<file path="config.mk">
export PLATFORM = sky130hd
export DESIGN_NAME = cpupci_clkgen
export DESIGN_NICKNAME = d
export VERILOG_FILES = /design/src/rtl/clkdiv_pkg.sv /design/src/rtl/cg_rst_sync.sv /design/src/rtl/cg_in_sample.sv /design/src/rtl/cg_phase_ctr.sv /design/src/rtl/cg_out_decode.sv /design/src/rtl/cpupci_clkgen.sv
export SDC_FILE = /design/constraint.sdc
export NUM_CORES = 1
export LEC_CHECK = 0
export BUFFER_PORTS_ARGS = -buffer_cell sky130_fd_sc_hd__buf_2
export CORE_ASPECT_RATIO = 1.4
export CORE_MARGIN = 4
export CORE_UTILIZATION = 30
export DETAILED_ROUTE_END_ITERATION = 7
export PLACE_DENSITY = 0.44
export SLEW_MARGIN = 25
export SYNTH_ARGS = -nofsm -noshare
export SYNTH_HDL_FRONTEND = slang
export SYNTH_SLANG_ARGS = --single-unit
</file>
<file path="constraint.sdc">
create_clock -name clk -period 1.3 [get_ports clk]
set_input_delay 0 -clock clk [delete_from_list [all_inputs] [get_ports clk]]
set_output_delay 0 -clock clk [all_outputs]
set_load 0.1 [all_outputs]
</file>
<file path="src/rtl/clkdiv_pkg.sv">
package clkdiv_pkg;
  typedef enum logic [1:0] {
    MODE_TRI  = 2'b00,
    MODE_SLOW = 2'b01,
    MODE_TEST = 2'b10,
    MODE_FAST = 2'b11
  } mode_e;
endpackage

</file>
<file path="src/rtl/cg_rst_sync.sv">
module cg_rst_sync (
  input  logic clk,
  input  logic arst_n,
  output logic rst_n_o
);
  logic [1:0] sync_q;

  always_ff @(posedge clk or negedge arst_n) begin
    if (!arst_n) sync_q <= 2'b00;
    else         sync_q <= {sync_q[0], 1'b1};
  end

  assign rst_n_o = sync_q[1];
endmodule

</file>
<file path="src/rtl/cg_in_sample.sv">
module cg_in_sample (
  input  logic clk,
  input  logic rst_n,
  input  logic tclk_i,
  input  logic ref_i,
  output logic tclk_s_o,
  output logic tclk_rise_o,
  output logic ref_s_o
);
  logic [2:0] tclk_q;
  logic [1:0] ref_q;

  always_ff @(posedge clk or negedge rst_n) begin
    if (!rst_n) begin
      tclk_q <= 3'b000;
      ref_q  <= 2'b00;
    end else begin
      tclk_q <= {tclk_q[1:0], tclk_i};
      ref_q  <= {ref_q[0], ref_i};
    end
  end

  assign tclk_s_o    = tclk_q[1];
  assign tclk_rise_o = tclk_q[1] & ~tclk_q[2];
  assign ref_s_o     = ref_q[1];
endmodule

</file>
<file path="src/rtl/cg_phase_ctr.sv">
module cg_phase_ctr
  import clkdiv_pkg::*;
#(
  parameter int PCI_DIV = 6,
  parameter int CW      = 3
) (
  input  logic          clk,
  input  logic          rst_n,
  input  logic [1:0]    mode_i,
  input  logic          tclk_rise_i,
  output logic          tick_o,
  output logic [CW-1:0] cnt_nx_o,
  output mode_e         mode_nx_o
);
  localparam logic [CW-1:0] LAST = CW'(PCI_DIV - 1);

  logic [CW-1:0] cnt_q, cnt_d;
  mode_e         mode_q, mode_d;
  logic          tick;

  always_comb begin
    tick   = (mode_q == MODE_TEST) ? tclk_rise_i : 1'b1;
    cnt_d  = cnt_q;
    mode_d = mode_q;
    if (tick) begin
      if (cnt_q == LAST) begin
        cnt_d  = '0;
        mode_d = mode_e'(mode_i);
      end else begin
        cnt_d  = cnt_q + 1'b1;
      end
    end
  end

  always_ff @(posedge clk or negedge rst_n) begin
    if (!rst_n) begin
      cnt_q  <= LAST;
      mode_q <= MODE_TRI;
    end else if (tick) begin
      cnt_q  <= cnt_d;
      mode_q <= mode_d;
    end
  end

  assign tick_o    = tick;
  assign cnt_nx_o  = cnt_d;
  assign mode_nx_o = mode_d;
endmodule

</file>
<file path="src/rtl/cg_out_decode.sv">
module cg_out_decode
  import clkdiv_pkg::*;
#(
  parameter int PCI_DIV  = 6,
  parameter int FAST_DIV = 2,
  parameter int SLOW_DIV = 3,
  parameter int CW       = 3
) (
  input  logic          clk,
  input  logic          rst_n,
  input  logic          tick_i,
  input  logic [CW-1:0] cnt_nx_i,
  input  mode_e         mode_nx_i,
  input  logic          ref_s_i,
  input  logic          tclk_s_i,
  output logic          cpu_o,
  output logic          pci_o,
  output logic          ref_o,
  output logic          oe_o
);
  localparam int FAST_HI = FAST_DIV / 2;
  localparam int SLOW_HI = SLOW_DIV / 2;
  localparam int PCI_HI  = PCI_DIV / 2;

  logic cpu_d, pci_d, ref_d, oe_d;
  logic cpu_q, pci_q, ref_q, oe_q;
  int   phase;

  always_comb begin
    phase = int'(cnt_nx_i);
    oe_d  = (mode_nx_i != MODE_TRI);
    pci_d = oe_d && (phase < PCI_HI);
    if (mode_nx_i == MODE_SLOW) cpu_d = (phase % SLOW_DIV) < SLOW_HI;
    else                        cpu_d = oe_d && ((phase % FAST_DIV) < FAST_HI);
    case (mode_nx_i)
      MODE_TRI:  ref_d = 1'b0;
      MODE_TEST: ref_d = tclk_s_i;
      default:   ref_d = ref_s_i;
    endcase
  end

  always_ff @(posedge clk or negedge rst_n) begin
    if (!rst_n) begin
      cpu_q <= 1'b0;
      pci_q <= 1'b0;
      oe_q  <= 1'b0;
    end else if (tick_i) begin
      cpu_q <= cpu_d;
      pci_q <= pci_d;
      oe_q  <= oe_d;
    end
  end

  always_ff @(posedge clk or negedge rst_n) begin
    if (!rst_n) ref_q <= 1'b0;
    else        ref_q <= ref_d;
  end

  assign cpu_o = cpu_q;
  assign pci_o = pci_q;
  assign ref_o = ref_q;
  assign oe_o  = oe_q;
endmodule

</file>
<file path="src/rtl/cpupci_clkgen.sv">
module cpupci_clkgen
  import clkdiv_pkg::*;
#(
  parameter int NCPU     = 2,
  parameter int NPCI     = 5,
  parameter int PCI_DIV  = 6,
  parameter int FAST_DIV = 2,
  parameter int SLOW_DIV = 3
) (
  input  logic            clk,
  input  logic            rst_n,
  input  logic [1:0]      mode_i,
  input  logic            tclk_i,
  input  logic            ref_i,
  output logic [NCPU-1:0] cpu_o,
  output logic [NPCI-1:0] pci_o,
  output logic            pcif_o,
  output logic            ref_o,
  output logic            oe_o
);
  localparam int CW = $clog2(PCI_DIV);

  logic          srst_n, tclk_s, tclk_rise, ref_s, tick;
  logic [CW-1:0] cnt_nx;
  mode_e         mode_nx;
  logic          cpu_b, pci_b;

  cg_rst_sync u_rst (.clk(clk), .arst_n(rst_n), .rst_n_o(srst_n));

  cg_in_sample u_smp (
    .clk(clk), .rst_n(srst_n), .tclk_i(tclk_i), .ref_i(ref_i),
    .tclk_s_o(tclk_s), .tclk_rise_o(tclk_rise), .ref_s_o(ref_s)
  );

  cg_phase_ctr #(.PCI_DIV(PCI_DIV), .CW(CW)) u_ctr (
    .clk(clk), .rst_n(srst_n), .mode_i(mode_i), .tclk_rise_i(tclk_rise),
    .tick_o(tick), .cnt_nx_o(cnt_nx), .mode_nx_o(mode_nx)
  );

  cg_out_decode #(
    .PCI_DIV(PCI_DIV), .FAST_DIV(FAST_DIV), .SLOW_DIV(SLOW_DIV), .CW(CW)
  ) u_dec (
    .clk(clk), .rst_n(srst_n), .tick_i(tick), .cnt_nx_i(cnt_nx),
    .mode_nx_i(mode_nx), .ref_s_i(ref_s), .tclk_s_i(tclk_s),
    .cpu_o(cpu_b), .pci_o(pci_b), .ref_o(ref_o), .oe_o(oe_o)
  );

  assign cpu_o  = {NCPU{cpu_b}};
  assign pci_o  = {NPCI{pci_b}};
  assign pcif_o = pci_b;
endmodule

</file>
==> reports/metrics.cfg <==
[critical_path]
reg2reg_slack_ps = -720
path_class = register to register
cp.required_ps = 1460
worstSetupStartpointType = register
arrival_ps = 2180
critPathCaptureType = register
path_max_fanout = 5

[logic_synthesis]
yosysMostFrequentCell = dfrtp_1
yosysWarningCount = 0
synth_top_cell_by_area = dfrtp_1
synth_area_per_cell_um2 = 11.4
yosysSeqAreaShare = 0.448
synth_cells = 79
synth_flop_cell = dfrtp_1
synth_top_cell_area_share = 0.390
syn_area_um2 = 898
yosys-top-cells-count = dfrtp_1 (14), buf_4 (8), nand2_1 (6)
synth_area_leaders = dfrtp_1 (39%), buf_4 (6.7%), dfstp_2 (5.8%)
synth_edf_count = 0
yosys.cell_types.count = 32
async_flop_share = 1.00
synth-seq-cells = 16

[sta]
finalClockSkew_ps = 2.74
hold_viol_final = 0
min_period_ps = 2020
slew_violations = 0
setup_viol = 6
timing.fmax_mhz = 495
post-route-period-util = 1.56
rsz0062_at_grt = yes
layout_setup_ws_ps = -722

[drt]
wl_um = 1920
num_vias = 693
route.met2.wl_um = 1120
drt_pass1_iterations = 4
ant_nets = 0
viasPerCell = 4.36
drtIter0Drc = 3
wire_per_inst_um = 12.1
highest_layer = met4
drc = 0
met1Wirelength_um = 726
met3_length_um = 54

[clock_network]
path_clk_slew_ps = 70
tritoncts = built
h-tree-depth = 1
cts_root_buf = clkbuf_8
clkLatencyLatePin_ps = 250
cts.sinks = 16
cts-buffers-inserted = 3
clockBufferDepth = 2

[place]
hpwl_um = 1500
place.port_buffers = 15
post_dp_cell_area_um2 = 1150
routabilityCongestion = 0.717

[finish]
nets = 132
final_area_um2 = 1350
area_delta_synth_final_pct = 50.3
drive_above_1_share = 0.623
antenna-diode-count = 0

[die]
coreArea_um2 = 2880
die_w_um = 54.3
io_pins = 16
die_area_um2 = 3950
rows = 23
initial_core_util = 0.312
die-height_um = 72.7

[outcome]
violations = setup timing
outcome = finished, violations left

[grt]
grt_util_all_layers = 0.120
grt_max_degree = 11
grt_overflow = 0
grt_pass1_vias = 758
grt_pass1_wl_um = 3440
antenna_found_initial = 0

[job]
max_cap_viol_count = 0

[hold_path]
hold_class = input port to async pin

-- metrics by stage --
step / std cells / util / hold slack, ps / setup TNS, ps / worst slack [ps]
2_1_floorplan: 81 / - / -296 / -686 / -667
3_3_place_gp: 147 / 0.401 / -215 / -1540 / -707
3_5_place_dp: 147 / 0.401 / -213 / -1700 / -731
4_1_cts: 154 / 0.437 / 42.3 / -1600 / -717
5_1_grt: 159 / 0.469 / 81.7 / -2180 / -901
6_report: 159 / 0.469 / 53.9 / -1520 / -722
-- path summary, 6_finish.rpt --
path	from	to	cells past startpoint
setup / recovery	u_ctr.mode_q[0]	u_dec.cpu_o	11
setup reg to reg	u_ctr.mode_q[0]	u_dec.cpu_o	11
min in group clk	mode_i[1]	u_ctr.mode_q[1]	3
max in group asynchronous	u_rst.sync_q[1]	u_ctr.cnt_q[0]	1
hold / removal	rst_n	u_rst.sync_q[0]	2
hold reg to reg	u_rst.sync_q[1]	u_dec.pci_o	0
-- worst max-delay path: stages (launching register included) --
cell and delay, ps:
dfrtp_1 400, nand2b_4 170, o21ai_4 210, nor3_2 60, a21o_1 160, nor2b_1 130, ha_1 260, nor2_1 80
nand2_1 70, a21oi_2 110, a211oi_2 80, o31ai_2 210
-- cells by family (layout without fill, tap and decap cells) --
kind of cell | after synthesis | in the layout | share of synthesized area
multiplexers | 3 | 3 | 0.0334
AO/OA/AOI/OAI | 17 | 17 | 0.153
flip-flops | 16 | 16 | 0.448
adder cells (fa/ha/maj) | 3 | 3 | 0.0418
XOR/XNOR | 2 | 2 | 0.0195
other | 1 | 3 | 0.00417
AND/OR/NAND/NOR | 26 | 26 | 0.203
buffers and inverters | 11 | 52 | 0.0961
-- layout make-up --
type | instances | area [um2]
Tap cell | 37 | 46.3
Multi-Input combinational cell | 54 | 505
Sequential cell | 16 | 405
Timing Repair Buffer | 47 | 334
Fill cell | 275 | 1530
Clock buffer | 4 | 55.1
Inverter | 1 | 3.75
-- sequential cells by signal, indices dropped and copies added (netlist names) --
| signal | flops |
|---|---|
| u_ctr.cnt_q | 3 |
| u_ctr.mode_q | 2 |
| u_dec.cpu_o | 1 |
| u_dec.oe_o | 1 |
| u_dec.pci_o | 1 |
| u_dec.ref_o | 1 |
| u_rst.sync_q | 2 |
| u_smp.ref_q | 2 |
| u_smp.tclk_q | 3 |
-- what timing repair did --
action	CTS	global route
pin swaps	1	3
gates cloned	0	0
resized for setup	4	15
endpoints found under the setup margin	6	7
setup buffers	0	6
hold buffers	3	0
hold endpoints to repair	4	0
-- layout by cell type, fill, tap and decap left out, types with 4 or more instances in the layout --
master	synthesis	layout
nand2_1	6	4
dfrtp_1	14	12
nor2_1	4	4
clkbuf_8	0	4
buf_2	0	15
buf_4	8	26
-- routing by layer --
layer,global-route usage,vias to the layer above
li1,-,342
met1,0.134,340
met2,0.213,9
met3,0.0245,2
met4,0.0499,0
met5,0,-
Power is left out: the tool's default activity adds up to more than one toggle a clock period on the data nets, which glitch-free logic cannot reach.
